$ cat src/rtl/pin_evt_pkg.sv
package pin_evt_pkg;
  localparam int MODE_W = 4;

  typedef enum logic [MODE_W-1:0] {
    MODE_OFF      = 4'h0,
    MODE_DMA_RISE = 4'h1,
    MODE_DMA_FALL = 4'h2,
    MODE_DMA_BOTH = 4'h3,
    MODE_IRQ_LOW  = 4'h8,
    MODE_IRQ_RISE = 4'h9,
    MODE_IRQ_FALL = 4'hA,
    MODE_IRQ_BOTH = 4'hB,
    MODE_IRQ_HIGH = 4'hC
  } pin_mode_e;

  typedef struct packed {
    logic on_rise;
    logic on_fall;
    logic on_low;
    logic on_high;
    logic to_dma;
    logic to_irq;
  } det_cfg_t;
endpackage

$ cat src/rtl/pin_mode_dec.sv
module pin_mode_dec
  import pin_evt_pkg::*;
(
  input  logic [MODE_W-1:0] mode_i,
  output det_cfg_t          cfg_o
);
  always_comb begin
    cfg_o = '0;
    unique case (mode_i)
      MODE_DMA_RISE: begin cfg_o.on_rise = 1'b1; cfg_o.to_dma = 1'b1; end
      MODE_DMA_FALL: begin cfg_o.on_fall = 1'b1; cfg_o.to_dma = 1'b1; end
      MODE_DMA_BOTH: begin
        cfg_o.on_rise = 1'b1; cfg_o.on_fall = 1'b1; cfg_o.to_dma = 1'b1;
      end
      MODE_IRQ_LOW:  begin cfg_o.on_low  = 1'b1; cfg_o.to_irq = 1'b1; end
      MODE_IRQ_RISE: begin cfg_o.on_rise = 1'b1; cfg_o.to_irq = 1'b1; end
      MODE_IRQ_FALL: begin cfg_o.on_fall = 1'b1; cfg_o.to_irq = 1'b1; end
      MODE_IRQ_BOTH: begin
        cfg_o.on_rise = 1'b1; cfg_o.on_fall = 1'b1; cfg_o.to_irq = 1'b1;
      end
      MODE_IRQ_HIGH: begin cfg_o.on_high = 1'b1; cfg_o.to_irq = 1'b1; end
      default:       cfg_o = '0;  // unlisted codes act as off
    endcase
  end
endmodule

$ cat src/rtl/pin_evt_cell.sv
module pin_evt_cell
  import pin_evt_pkg::*;
(
  input  logic     clk_i,
  input  logic     rst_ni,
  input  logic     armed_i,
  input  logic     pin_i,
  input  det_cfg_t cfg_i,
  input  logic     dma_done_i,
  input  logic     clr_i,
  output logic     flag_o
);
  logic prev_q, flag_q;
  logic rise, fall, det, drop;

  assign rise = armed_i &  pin_i & ~prev_q;
  assign fall = armed_i & ~pin_i &  prev_q;

  assign det  = (cfg_i.on_rise & rise) | (cfg_i.on_fall & fall) |
                (cfg_i.on_low & ~pin_i) | (cfg_i.on_high & pin_i);
  assign drop = clr_i | (cfg_i.to_dma & dma_done_i);

  always_ff @(posedge clk_i or negedge rst_ni) begin
    if (!rst_ni) begin
      prev_q <= 1'b0;
      flag_q <= 1'b0;
    end else begin
      prev_q <= pin_i;
      // detection takes precedence over any clear
      if (det)       flag_q <= 1'b1;
      else if (drop) flag_q <= 1'b0;
    end
  end

  assign flag_o = flag_q;
endmodule

$ cat src/rtl/pin_evt_detect.sv
module pin_evt_detect
  import pin_evt_pkg::*;
#(
  parameter int NUM_PINS = 32
) (
  input  logic                       clk_i,
  input  logic                       rst_ni,
  input  logic [NUM_PINS-1:0]        pin_i,
  input  logic [NUM_PINS*MODE_W-1:0] mode_i,
  input  logic [NUM_PINS-1:0]        dma_done_i,
  input  logic                       clr_wr_i,
  input  logic [NUM_PINS-1:0]        clr_data_i,
  output logic [NUM_PINS-1:0]        flag_o,
  output logic [NUM_PINS-1:0]        dma_req_o,
  output logic                       irq_o
);
  logic                armed_q;
  logic [NUM_PINS-1:0] clr_vec, dma_sel, irq_sel;

  // first edge after reset only captures pin history
  always_ff @(posedge clk_i or negedge rst_ni) begin
    if (!rst_ni) armed_q <= 1'b0;
    else         armed_q <= 1'b1;
  end

  assign clr_vec = {NUM_PINS{clr_wr_i}} & clr_data_i;

  for (genvar k = 0; k < NUM_PINS; k++) begin : g_pin
    det_cfg_t cfg;

    pin_mode_dec u_dec (
      .mode_i (mode_i[k*MODE_W +: MODE_W]),
      .cfg_o  (cfg)
    );

    pin_evt_cell u_cell (
      .clk_i      (clk_i),
      .rst_ni     (rst_ni),
      .armed_i    (armed_q),
      .pin_i      (pin_i[k]),
      .cfg_i      (cfg),
      .dma_done_i (dma_done_i[k]),
      .clr_i      (clr_vec[k]),
      .flag_o     (flag_o[k])
    );

    assign dma_sel[k] = cfg.to_dma;
    assign irq_sel[k] = cfg.to_irq;
  end

  assign dma_req_o = flag_o & dma_sel;
  assign irq_o     = |(flag_o & irq_sel);
endmodule

$ cat config.mk
export PLATFORM = sky130hd
export DESIGN_NAME = pin_evt_detect
export DESIGN_NICKNAME = d
export VERILOG_FILES = /design/src/rtl/pin_evt_pkg.sv /design/src/rtl/pin_mode_dec.sv /design/src/rtl/pin_evt_cell.sv /design/src/rtl/pin_evt_detect.sv
export SDC_FILE = /design/constraint.sdc
export NUM_CORES = 1
export LEC_CHECK = 0
export CORE_UTILIZATION = 35
export CTS_CLUSTER_SIZE = 10
export DETAILED_ROUTE_END_ITERATION = 10
export HOLD_SLACK_MARGIN = 0.15
export PLACE_DENSITY = 0.77
export SETUP_SLACK_MARGIN = 0.3
export SLEW_MARGIN = 20
export SYNTH_ARGS = -nofsm -noshare
export SYNTH_HDL_FRONTEND = slang
export SYNTH_SLANG_ARGS = --single-unit
$ cat constraint.sdc
create_clock -name clk_i -period 3.72 [get_ports clk_i]
set_clock_uncertainty 0.1 [all_clocks]
set_input_delay 0.93 -clock clk_i [delete_from_list [all_inputs] [get_ports clk_i]]
set_output_delay 0.93 -clock clk_i [all_outputs]
set_load 0.02 [all_outputs]
==> reports/qor.yml, run 1 <==
fin_hold_ws_ns: 0.575
cts_buffers: 9
worstSetupPathType: "in2out"
path_delay_family: "simple AND/OR/NAND/NOR gates"
synthArstFlopShare: 1.00
layout.nets: 1185
crit_top_cell: "or4_4"
grt_pass1_vias: 5826
place_congestion: 0.897
die_w_um: 117
num_io_pins: 292
r2r_end: "g_pin[25].u_cell.flag_o$_DFFE_PN0P_"
worstHoldEndpoint: "g_pin[16].u_cell.flag_o$_DFFE_PN0P_"
timing.rr.start: "armed_q$_DFF_PN0_"
worstPathCellList: "buf_8 -> and2_4 -> a32o_2 -> or4_4 -> or4_4 -> buf_6"
yosysUniqueCellTypes: 26
clk_pin_slew_worst_paths_ns: 0.05
die_h_um: 117
ff2ff_path_depth: 5
core_area_um2: 12800
ys_ff_latch: 65
rows: 41
cts.sinks: 65
synth_edf_count: 0
max_freq_mhz: 277
synth_nets: 801
cts-root-buf: "clkbuf_16"
rsz0062_at_grt: "yes"
tightest_slew_ns: 0.869
dp_hpwl_mm: 14.7
drtIter0Drc: 240
cts-htree-levels: 3
synth_top_area_frac: 0.351
crit_path_top_delay_cell: "or4_4"
drt-wirelength-per-cell_um: 16.2
insertion_delay_ns: 0.33
grt_pass1_wl_mm: 27.2
vias: 5893
maxSlewViolCount: 0
status: "completed"
leakage_nw: 3.94
yosysMostFrequentCell: "nand2_1"
hold_depth: 3
portBuffers: 291
dieArea_um2: 13700
initial_core_util: 0.363
arrival_ns: 2.58
drc_errors: 0
path_buf_inv: 2
cts_tree: "yes"
peakVddDrop_mv: 0.217
grt_max_degree: 36
seq_area_um2: 1630
crit_path_start_kind: "input pin"
routed_wl_mm: 18.4
synth.yosys.seq_area_share: 0.351
post-route-period-util: 0.971
finalHoldViolCount: 0
syn_area_um2: 4640
yosys_warnings: 0
rrSetupSlack_ns: 2.14
antenna_found_initial: 1
grt-ovfl-total: 0
area_growth_pct: 85.5
end_kind: "output pin"
finalInstanceArea_um2: 8600
synth_largest_area_cell: "dfrtp_1"
multi_input_area_um2: 2850
slowest_delay_ns: 0.55
postSynthCellCount: 574
pwr_density_cell_nw_per_um2: 296
cts_max_path_buffers: 2
drive_above_1_share: 0.196
slew-limit-headroom: 0.421
hp-start: "g_pin[16].u_cell.flag_o$_DFFE_PN0P_"
syn_area_per_cell_um2: 8.08
synth_flop_cell: "dfrtp_1"
grtUsageTotal: 0.262
place_area_um2: 8400
ys_top_cells_by_count: "nand2_1, dfrtp_1, o21ai_0"
setup_viol: 0
crit_fanout: 3
synthTopCellsByArea: "dfrtp_1, nand2_1, and2_1"
routed_via_density: 5.19
firstDrtPassIters: 4
cp.required_ns: 2.69
drv_cap: 0
fin_crit_ns: 3.61
hold_path_class: "reg2reg"
ant_nets: 0
n_fill_cell: 1027
per-stage QoR:
stage	util	power [mW]	TNS, ns	std cells	worst slack, ns
2_1_floorplan	-	1.24	0	574	0.329
3_3_place_gp	0.658	1.77	-0.693	1118	-0.693
3_5_place_dp	0.658	1.80	-0.720	1118	-0.720
4_1_cts	0.676	2.56	0	1133	0.0909
5_1_grt	0.674	2.68	0	1135	0.0819
6_report	0.674	2.54	0	1135	0.107
state kept, by name (all words and copies together) (netlist names):
name	count
g_pin.u_cell.flag_o	32
g_pin.u_cell.prev_q	32
armed_q	1
worst max-delay path by stage:
| stage | startpoint | cells after the start | slack, ns | endpoint |
|---|---|---|---|---|
| 2_1_floorplan | mode_i[39] | 4 | 0.33 | irq_o |
| 4_1_cts | mode_i[48] | 6 | 0.09 | irq_o |
| 3_3_place_gp | mode_i[48] | 6 | -0.69 | irq_o |
| 5_1_grt | mode_i[83] | 6 | 0.08 | irq_o |
| 3_5_place_dp | mode_i[48] | 6 | -0.72 | irq_o |
| 6_report | mode_i[83] | 6 | 0.11 | irq_o |
cell usage in the layout, fill, tap and decap left out, types with 9 or more instances in the layout:
cell type / n
and2_1: 43
nand2_1: 98
a21oi_1: 32
nor2_1: 32
xnor2_1: 18
o21ai_0: 37
clkdlybuf4s50_1: 188
a311o_1: 19
clkbuf_16: 9
nor3b_1: 13
and3b_1: 18
a31oi_1: 13
buf_4: 122
dfrtp_1: 65
dlygate4sd2_1: 62
clkbuf_2: 13
nor3_1: 42
nand3b_1: 32
a211o_1: 13
buf_2: 12
o21ai_1: 18
area by class of cell:
type,count,area share
Antenna cell,1,0.000291
Clock buffer,15,0.0300
Multi-Input combinational cell,469,0.331
Sequential cell,65,0.189
Tap cell,172,0.0250
Timing Repair Buffer,413,0.424
per-layer routing:
| layer | global-route usage | up-vias | share of wire |
|---|---|---|---|
| met5 | 0 | - | 0 |
| met4 | 0.139 | 0 | 0.033 |
| met3 | 0.0623 | 47 | 0.062 |
| met2 | 0.493 | 215 | 0.53 |
| met1 | 0.267 | 2775 | 0.38 |
| li1 | - | 2856 | - |
worst register-to-register path, stage by stage (launching register included):
cell and delay [ns]:
dfrtp_1 0.37, buf_4 0.22, nand3b_1 0.13, nand2_1 0.05, mux2_2 0.26, a311o_1 0.35
repair_timing:
| item | in CTS | in global routing |
|---|---|---|
| setup buffers | 0 | 1 |
| resized for setup | 171 | 58 |
| pin swaps | 23 | 15 |
| hold buffers | 0 | 0 |
| setup endpoints to repair | 33 | 7 |
report_power, final:
part           leakage, nW  total [mW]  switching (mW)  internal (mW)
clock                0.124       0.758           0.291          0.467
sequential           0.791       0.852          0.0708          0.781
combinational         3.03       0.934           0.404          0.530
kinds of logic after synthesis:
group | share of synthesized area
simple gates | 0.335
flops | 0.351
buf+inv | 0.0583
mux | 0.00243
compound gates | 0.219
other cells | 0.000809
xor+xnor | 0.0340
(Power assumes the default switching activity.)
==> run 2, diff against run 1 <==
--- a/config.mk
+++ b/config.mk
@@ -15,3 +15,4 @@
 export SYNTH_ARGS = -nofsm -noshare
 export SYNTH_HDL_FRONTEND = slang
 export SYNTH_SLANG_ARGS = --single-unit
+export TNS_END_PERCENT = 20
==> reports/qor.yml, run 2 (same netlist as run 1, synthesis figures left out) <==
status: "completed"
insertion_delay_ns: 0.33
grt_max_degree: 36
core_area_um2: 12800
portBuffers: 291
slew-limit-headroom: 0.424
rsz0062_at_grt: "yes"
p_int_mw: 1.78
fin_hold_ws_ns: 0.576
dp_hpwl_mm: 14.7
peakVddDrop_mv: 0.219
slowest_delay_ns: 0.55
area_growth_pct: 86.0
cp.required_ns: 2.69
hold_path_class: "reg2reg"
crit_top_cell: "or4_4"
worstSetupPathType: "in2out"
drc_errors: 0
cts-root-buf: "clkbuf_16"
initial_core_util: 0.363
switching_power_mw: 0.766
rows: 41
n_fill_cell: 1009
antenna_found_initial: 1
grt-ovfl-total: 0
drt-wirelength-per-cell_um: 16.2
dieArea_um2: 13700
arrival_ns: 2.58
crit_path_start_kind: "input pin"
finalInstanceArea_um2: 8630
post-route-period-util: 0.971
total_power_mw: 2.55
grt_pass1_wl_mm: 27.2
max_freq_mhz: 277
layout.nets: 1185
drv_cap: 0
setup_viol: 0
num_io_pins: 292
routed_via_density: 5.20
drtIter0Drc: 276
seqPwrFrac: 0.334
path_delay_family: "simple AND/OR/NAND/NOR gates"
cts_max_path_buffers: 2
drive_above_1_share: 0.195
power_frac_comb: 0.369
cts_buffers: 9
final_cell_mix: "clkdlybuf4s50_1, buf_4, nand2_1"
finalHoldViolCount: 0
tightest_slew_ns: 0.864
clk_pin_slew_worst_paths_ns: 0.05
crit_fanout: 3
routed_wl_mm: 18.4
die_h_um: 117
grtUsageTotal: 0.261
die_w_um: 117
fin_crit_ns: 3.61
place_area_um2: 8400
maxSlewViolCount: 0
firstDrtPassIters: 5
cts_tree: "yes"
cts.sinks: 65
p_sw_frac: 0.301
final_common_cell: "clkdlybuf4s50_1"
grt_pass1_vias: 5805
vias: 5907
ant_nets: 0
leakage_nw: 3.90
crit_path_top_delay_cell: "or4_4"
path_buf_inv: 2
place_congestion: 0.897
cts-htree-levels: 3
end_kind: "output pin"
p_clk_frac: 0.297
pwr_density_cell_nw_per_um2: 296
worstPathCellList: "buf_8 -> and2_4 -> a32o_2 -> or4_4 -> or4_4 -> buf_6"
-- run 2: cell count changes in the layout (fill, tap and decap cells not counted) --
cell,delta
dlymetal6s2s_1,+2
clkdlybuf4s15_1,-1
nor3_1,+1
dlygate4sd2_1,-17
nor3_2,-1
clkdlybuf4s50_1,+16
-- run 2: what timing repair did --
action / CTS / global route
pin swaps: 23 / 15
setup endpoints to repair: 33 / 24
hold buffers: 0 / 0
gates resized for setup: 153 / 58
endpoints found under the hold margin: 0 / 0
setup buffers: 0 / 1
-- run 2: final cells by class --
type | instances | area, µm² | share of cell area
Timing Repair Buffer | 413 | 3680 | 0.426
Multi-Input combinational cell | 469 | 2850 | 0.330
Sequential cell | 65 | 1630 | 0.189
Clock buffer | 15 | 258 | 0.0299
Tap cell | 172 | 215 | 0.0249
Antenna cell | 1 | 2.50 | 0.000290
-- run 2: worst register-to-register path: stages (launching register included) --
cell	delay, ns
dfrtp_1	0.37
buf_4	0.22
nand3b_1	0.13
nand2_1	0.05
mux2_2	0.26
a311o_1	0.35
-- run 2: worst paths after layout --
path | end | from | slack [ns] | cells past startpoint
hold reg to reg | g_pin[16].u_cell.flag_o$_DFFE_PN0P_ | g_pin[16].u_cell.flag_o$_DFFE_PN0P_ | 0.58 | 3
hold / removal | g_pin[16].u_cell.flag_o$_DFFE_PN0P_ | g_pin[16].u_cell.flag_o$_DFFE_PN0P_ | 0.58 | 3
setup / recovery | irq_o | mode_i[83] | 0.11 | 6
min in group asynchronous | g_pin[8].u_cell.prev_q$_DFF_PN0_ | rst_ni | 0.61 | 1
setup reg to reg | g_pin[25].u_cell.flag_o$_DFFE_PN0P_ | armed_q$_DFF_PN0_ | 2.13 | 5
max in group asynchronous | g_pin[23].u_cell.flag_o$_DFFE_PN0P_ | rst_ni | 1.93 | 2
-- run 2: metal layers --
| layer | vias to the layer above | GRT usage | wire length (µm) |
|---|---|---|---|
| met3 | 47 | 0.0623 | 1220 |
| met5 | - | 0 | 0 |
| met1 | 2773 | 0.267 | 6870 |
| li1 | 2855 | - | - |
| met2 | 232 | 0.493 | 9680 |
| met4 | 0 | 0.136 | 577 |
-- run 2: stage by stage --
stage	worst slack (ns)	TNS, ns	utilization	std cells
final	0.107	0	0.675	1135
after global routing	0.0451	0	0.675	1135
after CTS	0.0909	0	0.677	1133
after detailed placement	-0.720	-0.720	0.658	1118
after global placement	-0.693	-0.693	0.658	1118
after floorplan	0.329	0	-	574
-- run 2: power groups by stage --
stage | sequential [mW] | clock, mW | combinational (mW)
floorplan | 0.835 | 0 | 0.409
global placement | 0.852 | 0 | 0.922
detailed placement | 0.858 | 0 | 0.944
CTS | 0.848 | 0.782 | 0.940
global route | 0.861 | 0.817 | 1.01
finish | 0.851 | 0.758 | 0.940
